<file path="src/rtl/tref_pkg.sv">
package tref_pkg;
  typedef enum logic [1:0] {
    MODE_FREE   = 2'd0,
    MODE_LOCK   = 2'd1,
    MODE_SWITCH = 2'd2,
    MODE_HOLD   = 2'd3
  } tref_mode_e;
endpackage

</file>
<file path="src/rtl/tref_act_mon.sv">
module tref_act_mon #(
  parameter int LOSS_CYC = 20,
  parameter int QUAL_CYC = 40
) (
  input  logic clk,
  input  logic rst_n,
  input  logic ref_raw,
  output logic usable
);
  localparam int GW = $clog2(LOSS_CYC + 1);
  localparam int QW = $clog2(QUAL_CYC + 1);

  logic [2:0]    sync_q;
  logic [GW-1:0] gap_q;
  logic [QW-1:0] qual_q;
  logic          rise, quiet;

  assign rise  = sync_q[1] & ~sync_q[2];
  assign quiet = (gap_q == GW'(LOSS_CYC));

  always_ff @(posedge clk) begin
    if (!rst_n) begin
      sync_q <= '0;
      gap_q  <= GW'(LOSS_CYC);
      qual_q <= '0;
      usable <= 1'b0;
    end else begin
      sync_q <= {sync_q[1:0], ref_raw};
      if (rise)       gap_q <= '0;
      else if (!quiet) gap_q <= gap_q + 1'b1;
      if (quiet) begin
        qual_q <= '0;
        usable <= 1'b0;
      end else if (qual_q == QW'(QUAL_CYC)) begin
        usable <= 1'b1;
      end else begin
        qual_q <= qual_q + 1'b1;
      end
    end
  end

  // a quiet reference is withdrawn on the next cycle
  p_lost_drop_r3: assert property (@(posedge clk) disable iff (!rst_n)
    quiet |=> !usable);
endmodule

</file>
<file path="src/rtl/tref_avg.sv">
module tref_avg #(
  parameter int FW        = 24,
  parameter int AVG_SHIFT = 3,
  parameter logic [FW-1:0] NOMINAL = '0
) (
  input  logic          clk,
  input  logic          rst_n,
  input  logic          upd_en,
  input  logic [FW-1:0] sample,
  output logic [FW-1:0] avg
);
  logic signed [FW:0] delta, nudge, sum;

  assign delta = $signed({1'b0, sample}) - $signed({1'b0, avg});
  assign nudge = delta >>> AVG_SHIFT;
  assign sum   = $signed({1'b0, avg}) + nudge;

  always_ff @(posedge clk) begin
    if (!rst_n)      avg <= NOMINAL;
    else if (upd_en) avg <= sum[FW-1:0];
  end

  // memory frozen whenever updates are disabled
  p_freeze_r5: assert property (@(posedge clk) disable iff (!rst_n)
    !upd_en |=> $stable(avg));
endmodule

</file>
<file path="src/rtl/tref_slew.sv">
module tref_slew #(
  parameter int FW        = 24,
  parameter int SLEW_STEP = 4,
  parameter logic [FW-1:0] NOMINAL = '0
) (
  input  logic          clk,
  input  logic          rst_n,
  input  logic [FW-1:0] target,
  output logic [FW-1:0] out_q,
  output logic          at_target
);
  localparam logic [FW-1:0] STEP = FW'(SLEW_STEP);

  logic [FW-1:0] gap_up, gap_dn;

  assign gap_up    = target - out_q;
  assign gap_dn    = out_q - target;
  assign at_target = (out_q == target);

  always_ff @(posedge clk) begin
    if (!rst_n) out_q <= NOMINAL;
    else if (target > out_q) out_q <= (gap_up > STEP) ? out_q + STEP : target;
    else if (target < out_q) out_q <= (gap_dn > STEP) ? out_q - STEP : target;
  end

  // bounded rate of change in both directions
  p_slew_up_r8: assert property (@(posedge clk) disable iff (!rst_n)
    (out_q > $past(out_q)) |-> (out_q - $past(out_q) <= STEP));
  p_slew_dn_r8: assert property (@(posedge clk) disable iff (!rst_n)
    (out_q < $past(out_q)) |-> ($past(out_q) - out_q <= STEP));
endmodule

</file>
<file path="src/rtl/tref_selector.sv">
module tref_selector
  import tref_pkg::*;
#(
  parameter int NREF      = 2,
  parameter int FW        = 24,
  parameter int LOSS_CYC  = 20,
  parameter int QUAL_CYC  = 40,
  parameter int AVG_SHIFT = 3,
  parameter int SLEW_STEP = 4,
  parameter logic [FW-1:0] NOMINAL = 24'h800000,
  localparam int IW = (NREF > 1) ? $clog2(NREF) : 1
) (
  input  logic            clk,
  input  logic            rst_n,
  input  logic [NREF-1:0] ref_in,
  input  logic [FW-1:0]   track_word,
  input  logic            freerun_only,
  output logic [FW-1:0]   freq_word,
  output logic [1:0]      mode,
  output logic [IW-1:0]   active_idx
);
  tref_mode_e      st_q;
  logic [NREF-1:0] usable;
  logic [IW-1:0]   act_q, low_idx;
  logic            any_usable, act_ok, at_target, avg_en;
  logic [FW-1:0]   avg_word, target;

  for (genvar g = 0; g < NREF; g++) begin : g_mon
    tref_act_mon #(.LOSS_CYC(LOSS_CYC), .QUAL_CYC(QUAL_CYC)) u_mon (
      .clk(clk), .rst_n(rst_n), .ref_raw(ref_in[g]), .usable(usable[g]));
  end

  always_comb begin
    low_idx = '0;
    for (int i = NREF - 1; i >= 0; i--)
      if (usable[i]) low_idx = IW'(i);
  end

  assign any_usable = |usable;
  assign act_ok     = usable[act_q];
  assign avg_en     = (st_q == MODE_LOCK) && act_ok;

  tref_avg #(.FW(FW), .AVG_SHIFT(AVG_SHIFT), .NOMINAL(NOMINAL)) u_avg (
    .clk(clk), .rst_n(rst_n), .upd_en(avg_en), .sample(track_word),
    .avg(avg_word));

  always_comb begin
    unique case (st_q)
      MODE_FREE: target = NOMINAL;
      MODE_HOLD: target = avg_word;
      default:   target = track_word;
    endcase
  end

  tref_slew #(.FW(FW), .SLEW_STEP(SLEW_STEP), .NOMINAL(NOMINAL)) u_slew (
    .clk(clk), .rst_n(rst_n), .target(target), .out_q(freq_word),
    .at_target(at_target));

  always_ff @(posedge clk) begin
    if (!rst_n) begin
      st_q  <= MODE_FREE;
      act_q <= '0;
    end else begin
      unique case (st_q)
        MODE_FREE, MODE_HOLD: begin
          if (any_usable) begin
            act_q <= low_idx;
            st_q  <= MODE_SWITCH;
          end else if (freerun_only) begin
            st_q <= MODE_FREE;
          end
        end
        default: begin
          if (!act_ok) begin
            if (any_usable) begin
              act_q <= low_idx;
              st_q  <= MODE_SWITCH;
            end else begin
              st_q <= freerun_only ? MODE_FREE : MODE_HOLD;
            end
          end else if (st_q == MODE_SWITCH && at_target) begin
            st_q <= MODE_LOCK;
          end
        end
      endcase
    end
  end

  assign mode       = st_q;
  assign active_idx = act_q;

  // a lost active reference never leaves the block locked
  p_locked_exit_r3: assert property (@(posedge clk) disable iff (!rst_n)
    (st_q == MODE_LOCK && !act_ok) |=> (st_q != MODE_LOCK));
  // switching finishes once the slewed word meets its target
  p_switch_done_r8: assert property (@(posedge clk) disable iff (!rst_n)
    (st_q == MODE_SWITCH && act_ok && at_target) |=> (st_q == MODE_LOCK));
endmodule

</file>
<file path="config.mk">
export PLATFORM = sky130hd
export DESIGN_NAME = tref_selector
export DESIGN_NICKNAME = d
export VERILOG_FILES = /design/src/rtl/tref_pkg.sv /design/src/rtl/tref_act_mon.sv /design/src/rtl/tref_avg.sv /design/src/rtl/tref_slew.sv /design/src/rtl/tref_selector.sv
export SDC_FILE = /design/constraint.sdc
export NUM_CORES = 1
export LEC_CHECK = 0
export BUFFER_PORTS_ARGS = -buffer_cell sky130_fd_sc_hd__buf_2
export CAP_MARGIN = 25
export CORE_MARGIN = 3
export CORE_UTILIZATION = 30
export CTS_CLUSTER_DIAMETER = 30
export DETAILED_ROUTE_END_ITERATION = 8
export PLACE_DENSITY = 0.43
export SETUP_SLACK_MARGIN = 0.4
export SLEW_MARGIN = 30
export SYNTH_ARGS = -nofsm -noshare
export SYNTH_HDL_FRONTEND = slang
export SYNTH_SLANG_ARGS = --single-unit
</file>
<file path="constraint.sdc">
create_clock -name clk -period 7.2 [get_ports clk]
set_clock_uncertainty 0.2 [all_clocks]
set_input_delay 0 -clock clk [delete_from_list [all_inputs] [get_ports clk]]
set_output_delay 0 -clock clk [all_outputs]
set_load 0.02 [all_outputs]
</file>
==> results.md, run 1 <==
* Post-Syn Area per Cell at a little over 7 sq um
* Io pins at between 50 and 60
* Unique masters post-synth at 87
* CP arrival at 6.33 ns
* Worst skew pair latency at around 0.35 ns
* Post-synthesis cell count at approximately 1300
* Htree depth at 3
* Vias in the first global route at 9338
* Final worst path period share at 0.872
* Synthesis-to-layout area growth at 10.9%
* Die Area at roughly 33000 sq um
* Vias at between 9000 and 10000
* R2r endpoint: u_slew.out_q[22]
* Status: completed
* Clock sinks at 81
* P_leak at ~4.4 nW
* Starting density of the core at 0.306
* Worst-path clk slew at about 0.07 ns
* Met1 GRT Util at 0.284
* Final Hold Fails at 0
* Worst Hold Depth at 4
* Number of buffers created by CTS at 9
* Yosys reg bits at 81
* Peak VDD IR at ~0.00015 V
* Initial antenna violation count at 0
* Post-synth top area share at 0.173
* Setup total negative slack at 0 ns
* Clk buf depth at 2
* Syn Nets at 1458
* Pre-CTS setup slack at around 0.83 ns
* Cell taking the most area after synthesis: dfxtp_1
* Final Hold Slack at 0.0357 ns
* Reg2reg setup slack at 0.92 ns
* Min Clock Period, post-route at approximately 6.3 ns
* Pin count of the biggest net entering global routing at 54
* Most frequent cells in the layout: 151 x nand2_1, 136 x nor2_1, 117 x a21oi_1, 100 x ha_1, 97 x inv_1
* Final GP Congestion at between 0.9 and 1
* TritonCTS clock tree: done
* Root buf cell: clkbuf_16
* # rows at 64
* GR Overflow Total at 0
* Power Density at approximately 360 nW/um^2
* Synthesized area at ~9400 sq um
* GR Util met3 at 0.0208
* Hold WC Path Type: primary input to flop
* Final nets at about 1500
* Launch point of the worst reg-to-reg path: mode[1]
* Global route hottest layer: met2
* Hold_sp: track_word[15]
* Ant diodes at 0
* Number of port buffers at 55
* Share of layout cells above drive strength 1 at 0.0769
* Final Core Density at 0.339
* Startpoint Class: flop
* Reg2Reg Depth at 19
* 1st-iter DRT viols at around 770
* Grt met2 use at 0.314
* Slew margin rel. at 0.348
* Drt drc at 0
* Post-DP HPWL at 26.3 mm
* Main synth FF type: dfxtp_1
* Top cells by area, synth: dfxtp_1 17%, ha_1 13%, a21oi_1 6.2%
* RSZ-0062 raised after global routing: false
* First-pass GRT wire length at between 50 and 60 mm
* Worst setup margin at 0.923 ns
* Die Width at roughly 180 microns
* DR WL/cell at 18.8 microns
* CP max FO at 53
* Cells after DPL at 1730
* Total setup buffers inserted after CTS at 0
* Asr flop ratio synth at 0
* Setup Viol. Count Final at 0
* EDFF count, synth at 0
* Sequential-to-total area share from yosys stat at 0.173
* Detail Route Antenna Nets at 0
* Total core area at slightly above 30000 sq um
* CP Capture Type: flop
* Drt pass-1 iters at 5
* Slew Limit Fails at 0
* Max Clk Rate at 159 MHz
* Post-route insts no fill at about 1800
* Worst-Margin Slew at 0.977 ns
* Kind of critical path: flop to flop
* Hold EP: u_slew.out_q[15]
* Most common cell after layout, fill and taps aside: nand2_1
* Total Wirelength at roughly 33 mm
* Tot GR Track Use at 0.197
* Required @ worst endpoint at between 7 and 8 ns
* Die Y at about 180 microns
* Fillers at approximately 3300
* Drt via density at 5.45
* Max cap viols at 0
* Yosys Warn Count at 0
[worst max path at each step]
stage | end | slack, ns | startpoint
6_report | u_slew.out_q[22] | 0.92 | mode[1]
3_5_place_dp | u_slew.out_q[22] | 0.83 | mode[1]
5_1_grt | u_slew.out_q[22] | 0.42 | mode[1]
2_1_floorplan | u_slew.out_q[16] | 1.91 | mode[0]
3_3_place_gp | u_slew.out_q[22] | 0.88 | mode[0]
4_1_cts | u_slew.out_q[22] | 0.79 | mode[1]
[worst max-delay path, cell delays in order, from the launching register on]
cell       delay (ns)
dfxtp_1          0.40
inv_1            0.08
ha_1             0.27
buf_4            0.38
nor2_1           0.09
a21oi_1          0.37
inv_1            0.09
ha_1             0.47
a211oi_1         0.44
o32a_1           0.34
o211ai_1         0.17
o22ai_1          0.32
o31a_1           0.21
xnor2_1          0.09
a2111oi_0        0.40
nand4_1          0.23
or2_1            0.51
o21ai_2          0.65
a21oi_1          0.11
a2111oi_2        0.34
[power breakdown]
| group | switching (mW) | internal (mW) |
|---|---|---|
| Sequential | 0.131 | 0.512 |
| Combinational | 1.67 | 0.990 |
| Clock | 0.219 | 0.241 |
[flip-flops by register name (all words and copies together), names as in the netlist]
signal,count
active_idx,1
g_mon.u_mon.sync_q,6
g_mon.u_mon.usable,2
g_mon.u_mon.gap_q,10
u_slew.out_q,24
mode,2
u_avg.avg,24
g_mon.u_mon.qual_q,12
[area by class of cell]
cell class | instances | area, sq um | area share
clock inverters | 7 | 63.8 | 0.00613
multi-input cells | 1089 | 7130 | 0.685
inverters | 98 | 368 | 0.0353
flip-flops and latches | 81 | 1620 | 0.156
well taps | 396 | 495 | 0.0476
repair buffers | 81 | 508 | 0.0488
clock buffers | 9 | 225 | 0.0216
[cell families (layout without fill, tap and decap cells)]
family,count (synthesis),count (layout),synth area share
mux,8,8,0.00880
fa+ha+maj,103,103,0.139
compound gates,388,388,0.277
buf+inv,156,195,0.0677
flops,81,81,0.173
xor+xnor,74,74,0.0691
simple gates,516,516,0.266
[routing by layer]
metal  wire (microns)  up-vias  part of all wire
met5                0        -                 0
met4              584        0             0.018
met3             1150       32             0.035
met2            14600      206              0.44
met1            16700     4501              0.51
li1                 -     4860                 -
[synth_stat cells (11+ instances only)]
cell,instances
nand2_1,151
nor2_1,136
a21oi_1,117
ha_1,101
inv_1,97
dfxtp_1,81
o21ai_0,67
nand3_1,52
xnor2_1,49
clkbuf_1,39
nor3_1,38
a21o_1,28
xor2_1,25
o21a_1,21
and3_1,17
and2_1,16
buf_2,13
nand2b_1,13
or3_1,13
a211oi_1,12
a31oi_1,12
nor4_1,12
nor2b_1,11
o211ai_1,11
o21bai_1,11
[stage by stage]
stage               total power [mW]  cell area, sq um
floorplan                       2.55              9380
global placement                3.29              9970
detailed placement              3.25              9970
CTS                             3.75             10400
global route                    4.07             10400
finish                          3.76             10400
[repair_timing]
action | in CTS | in global routing
endpoints found under the hold margin | 23 | 0
resized for setup | 0 | 1
hold buffers | 15 | 0
setup endpoints to repair | 0 | 1
(Power assumes the default switching activity.)
==> run 2: changes to the inputs <==
--- a/config.mk
+++ b/config.mk
@@ -8,10 +8,10 @@
 export BUFFER_PORTS_ARGS = -buffer_cell sky130_fd_sc_hd__buf_2
 export CAP_MARGIN = 25
 export CORE_MARGIN = 3
-export CORE_UTILIZATION = 30
+export CORE_UTILIZATION = 50
 export CTS_CLUSTER_DIAMETER = 30
 export DETAILED_ROUTE_END_ITERATION = 8
-export PLACE_DENSITY = 0.43
+export PLACE_DENSITY = 0.66
 export SETUP_SLACK_MARGIN = 0.4
 export SLEW_MARGIN = 30
 export SYNTH_ARGS = -nofsm -noshare
==> results.md, run 2 (synthesis results as in run 1) <==
* RSZ-0062 raised after global routing: true
* Hold EP: u_slew.out_q[12]
* Reg2Reg Depth at 18
* Slew Limit Fails at 0
* Max Clk Rate at around 160 MHz
* Status: completed
* Setup Viol. Count Final at 0
* Worst-path clk slew at roughly 0.070 ns
* Root buf cell: clkbuf_16
* Htree depth at 3
* Starting density of the core at 0.515
* CP arrival at approximately 6.4 ns
* Total Power at 3.80 mW
* Vias at 9853
* CP Capture Type: flop
* Drt drc at 0
* Top Registers: u_avg.avg (24), u_slew.out_q (24), g_mon.u_mon.qual_q (12)
* Share of layout cells above drive strength 1 at 0.0749
* Vias in the first global route at 8966
* Ant diodes at 0
* Fillers at ~1800
* Hold_sp: track_word[12]
* Worst skew pair latency at 0.35 ns
* GR Overflow Total at 0
* Final worst path period share at 0.877
* Clock sinks at between 80 and 90
* TritonCTS clock tree: done
* Min Clock Period, post-route at about 6.3 ns
* P_leak at roughly 4.4 nW
* Synthesis-to-layout area growth at 9.09%
* Most common cell after layout, fill and taps aside: nand2_1
* Tot GR Track Use at 0.287
* Startpoint Class: flop
* Drt via density at 6.19
* Reg2reg setup slack at around 0.9 ns
* Kind of critical path: flop to flop
* CP max FO at 41
* Total core area at 18200 sq um
* Clk buf depth at 2
* Total Wirelength at between 20 and 30 mm
* Final Hold Slack at about 0.020 ns
* Drt pass-1 iters at 6
* Final GP Congestion at ~1.0
* R2r endpoint: u_slew.out_q[6]
* Die Area at just over 20000 sq um
* Area of the multi-input gates at ~7100 sq um
* Detail Route Antenna Nets at 0
* Die Width at 143 microns
* DR WL/cell at ~19 microns
* Io pins at 56
* Peak VDD IR at roughly 0.00016 V
* Worst Hold Depth at 4
* Final nets at roughly 1500
* Pin count of the biggest net entering global routing at 42
* FF+latch area at 1620 sq um
* Number of buffers created by CTS at 9
* First-pass GRT wire length at between 40 and 50 mm
* Slew margin rel. at 0.349
* Initial antenna violation count at 0
* Final Core Density at 0.562
* Worst-Margin Slew at just under 1 ns
* Hold WC Path Type: primary input to flop
* Die Y at 143 microns
* Final Hold Fails at 0
* 1st-iter DRT viols at ~820
* Required @ worst endpoint at 7.28 ns
* # rows at 49
* Setup total negative slack at 0 ns
* Most frequent cells in the layout: 151 x nand2_1, 136 x nor2_1, 117 x a21oi_1, 101 x ha_1, 97 x inv_1
* Launch point of the worst reg-to-reg path: mode[1]
* Max cap viols at 0
* Post-DP HPWL at between 20 and 25 mm
* Power Density at about 370 nW/um^2
* Number of port buffers at 55
## run 2: cell count changes in the layout (fill, tap and decap cells not counted), sizes merged
| cell | previous run | this run |
|---|---|---|
| buf | 66 | 64 |
| bufinv | 0 | 2 |
| clkinv | 3 | 1 |
| clkinvlp | 2 | 0 |
| inv | 100 | 102 |
| dlygate4sd3 | 15 | 14 |
## run 2: critical path, stage by stage (launching register included)
cell	delay [ns]
dfxtp_1	0.42
inv_1	0.09
ha_1	0.56
buf_12	0.25
nor2_1	0.06
a21oi_1	0.31
inv_1	0.08
ha_1	0.64
o21ai_0	0.19
and2_1	0.21
or4_1	0.50
or4b_1	0.47
nor4_1	0.18
and4_1	0.25
nand4_1	0.20
or2_0	0.61
o21a_1	0.57
or2_0	0.31
a21oi_1	0.13
## run 2: area by class of cell
cell class / instances / area share
multi-input combinational: 1089 / 0.697
clock buffer: 9 / 0.0220
timing repair buffer: 78 / 0.0484
sequential: 81 / 0.158
clock inverter: 7 / 0.0104
tap: 229 / 0.0280
inverter: 98 / 0.0359
## run 2: how the worst max path moves through the flow
stage                     startpoint               end  slack [ns]  depth (start not counted)
after detailed placement     mode[1]  u_slew.out_q[22]        1.01                         18
after global placement       mode[0]  u_slew.out_q[22]        1.05                         19
final                        mode[1]   u_slew.out_q[6]        0.88                         18
after global routing         mode[1]   u_slew.out_q[6]        0.39                         19
after CTS                    mode[1]  u_slew.out_q[22]        0.98                         19
after floorplan              mode[0]  u_slew.out_q[16]        1.91                         21
## run 2: per-layer routing
layer  vias to the layer above  part of all wire  global-route usage
li1                       4838                 -                   -
met1                      4505              0.45               0.398
met3                        73             0.074              0.0405
met2                       437              0.45               0.458
met4                         0             0.030              0.0985
met5                         -                 0                   0
## run 2: power breakdown
part	leakage [nW]	internal (mW)	switching (mW)
Combinational	3.55	0.991	1.64
Sequential	0.659	0.512	0.129
Clock	0.163	0.312	0.220
Total	4.38	1.81	1.98
## run 2: timing repair
item	4_1_cts	5_1_grt
resized for setup	0	1
hold buffers	14	0
endpoints found under the hold margin	19	0
setup endpoints to repair	0	1
setup buffers	0	0
## run 2: through the flow
step / area (sq um) / worst slack [ns] / cells
finish: 10200 / 0.883 / 1591
global route: 10200 / 0.390 / 1591
CTS: 10200 / 0.980 / 1591
detailed placement: 9760 / 1.01 / 1561
global placement: 9760 / 1.05 / 1561
floorplan: 9380 / 1.91 / 1326
==> run 3: changes to the inputs <==
--- a/config.mk
+++ b/config.mk
@@ -12,6 +12,7 @@
 export CTS_CLUSTER_DIAMETER = 30
 export DETAILED_ROUTE_END_ITERATION = 8
 export PLACE_DENSITY = 0.66
+export RECOVER_POWER = 100
 export SETUP_SLACK_MARGIN = 0.4
 export SLEW_MARGIN = 30
 export SYNTH_ARGS = -nofsm -noshare
==> results.md, run 3 (synthesis results as in run 1) <==
* Drt drc at 0
* CP Capture Type: flop
* Clk buf depth at 2
* Initial antenna violation count at 0
* Detail Route Antenna Nets at 0
* Cells after DPL at ~1600
* DR WL/cell at roughly 19 microns
* Worst-Margin Slew at roughly 2.1 ns
* Vias in the first global route at 8966
* 1st-iter DRT viols at roughly 860
* Number of buffers created by CTS at 9
* Number of port buffers at 55
* GR Overflow Total at 0
* Startpoint Class: flop
* Final GP Congestion at 1.03
* Slew Limit Fails at 96
* TritonCTS clock tree: done
* Drt via density at approximately 6.2
* Hold WC Path Type: primary input to flop
* Die Width at 143 microns
* Die Y at ~140 microns
* Clock sinks at 81
* Worst-path cell with the longest stage delay: nor2_1
* First-pass GRT wire length at 47.4 mm
* Drt pass-1 iters at 6
* Setup Viol. Count Final at 0
* CP arrival at approximately 6.7 ns
* Die Area at ~20000 sq um
* Post-route insts no fill at between 1500 and 2000
* Max Clk Rate at 151 MHz
* Required @ worst endpoint at roughly 7.3 ns
* Worst path cell trace: inv_1 > ha_1 > buf_12 > nand3b_1 > and2_0 > inv_1 > ha_1 > and3_1 > a221oi_1 > a211oi_1 > o21ai_0 > a21oi_1 > and3_1 > o2111ai_1 > and4bb_1 > nor2_1 > a221o_1 > o211ai_1 > o21ai_0
* Post-DP HPWL at between 20 and 25 mm
* Final nets at around 1500
* Fillers at approximately 1800
* Starting density of the core at 0.515
* Final worst path period share at 0.920
* Total core area at around 18000 sq um
* Total Wirelength at 29.7 mm
* Worst-path clk slew at 0.07 ns
* P_leak at ~4.3 nW
* Power Density at between 300 and 400 nW/um^2
* Most common cell after layout, fill and taps aside: nand2_1
* Root buf cell: clkbuf_16
* Top Registers: u_avg.avg (24), u_slew.out_q (24), g_mon.u_mon.qual_q (12)
* Kind of critical path: flop to flop
* RSZ-0062 raised after global routing: true
* Worst skew pair latency at approximately 0.36 ns
* CP max FO at roughly 40
* Share of layout cells above drive strength 1 at 0.0529
* Min Clock Period, post-route at approximately 6.6 ns
* Ant diodes at 0
* Peak VDD IR at around 0.00016 V
* Setup total negative slack at 0 ns
* Tot GR Track Use at 0.287
* Synthesis-to-layout area growth at 8.65%
* Status: finished with violations
* Io pins at between 50 and 60
* Violated checks: max-capacitance violations, max-slew violations
* Htree depth at 3
* Total setup buffers inserted after CTS at 0
* Crit-path max cell delay at 1.21 ns
* Slew margin rel. at -0.382
* Final Hold Fails at 0
* Max cap viols at 3
* # rows at between 40 and 50
* Vias at just under 10000
* Pin count of the biggest net entering global routing at between 40 and 50
* Most frequent cells in the layout: 151 x nand2_1, 137 x nor2_1, 117 x a21oi_1, 101 x ha_1, 97 x inv_1
-- run 3: cell types whose count changed in the layout (fill, tap and decap cells not counted), sizes merged --
cell    delta
buf       -29
clkbuf    +29
-- run 3: routing by layer --
| metal | global-route usage | up-vias | part of all wire |
|---|---|---|---|
| met3 | 0.0405 | 72 | 0.082 |
| met2 | 0.458 | 462 | 0.44 |
| met5 | 0 | - | 0 |
| met1 | 0.398 | 4498 | 0.44 |
| li1 | - | 4837 | - |
| met4 | 0.0985 | 0 | 0.029 |
-- run 3: metrics by stage --
step	total power, mW	utilization	hold WS [ns]	setup slack [ns]	instance area [sq um]
global placement	3.19	0.536	0.00558	1.05	9760
floorplan	2.55	-	-0.0727	1.91	9380
CTS	3.72	0.562	0.00459	0.980	10200
detailed placement	3.17	0.536	0.0227	1.01	9760
finish	3.78	0.560	0.0206	0.574	10200
global route	4.04	0.560	0.0389	0.206	10200
-- run 3: power by group --
part | internal (mW) | switching, mW | leakage [nW]
clock network | 0.312 | 0.222 | 0.163
logic | 0.978 | 1.63 | 3.44
registers | 0.512 | 0.129 | 0.659
total | 1.80 | 1.98 | 4.26
-- run 3: final cells by class --
type,count,area [sq um],area share
flip-flops and latches,81,1620,0.159
clock inverters,7,106,0.0104
repair buffers,78,457,0.0448
inverters,98,368,0.0361
multi-input cells,1089,7130,0.699
clock buffers,9,225,0.0221
well taps,229,287,0.0281
-- run 3: repair_timing --
item	CTS	global route
setup endpoints to repair	0	1
hold buffers	14	0
endpoints found under the hold margin	19	0
gates resized for setup	0	1
-- run 3: worst paths after layout --
| check | startpoint | to | slack (ns) | cells after the start |
|---|---|---|---|---|
| setup reg to reg | mode[1] | u_slew.out_q[5] | 0.57 | 19 |
| hold reg to reg | g_mon[1].u_mon.sync_q[0] | g_mon[1].u_mon.sync_q[1] | 0.24 | 1 |
| setup / recovery | mode[1] | u_slew.out_q[5] | 0.57 | 19 |
| hold / removal | track_word[15] | u_slew.out_q[15] | 0.02 | 4 |
-- run 3: worst max-delay path, delay by kind of cell, from the launching register on --
kind	cells	cell delay [ns]
simple gates	6	2.44
compound gates	8	2.06
flops	1	0.42
buf+inv	3	0.48
fa+ha+maj	2	0.94
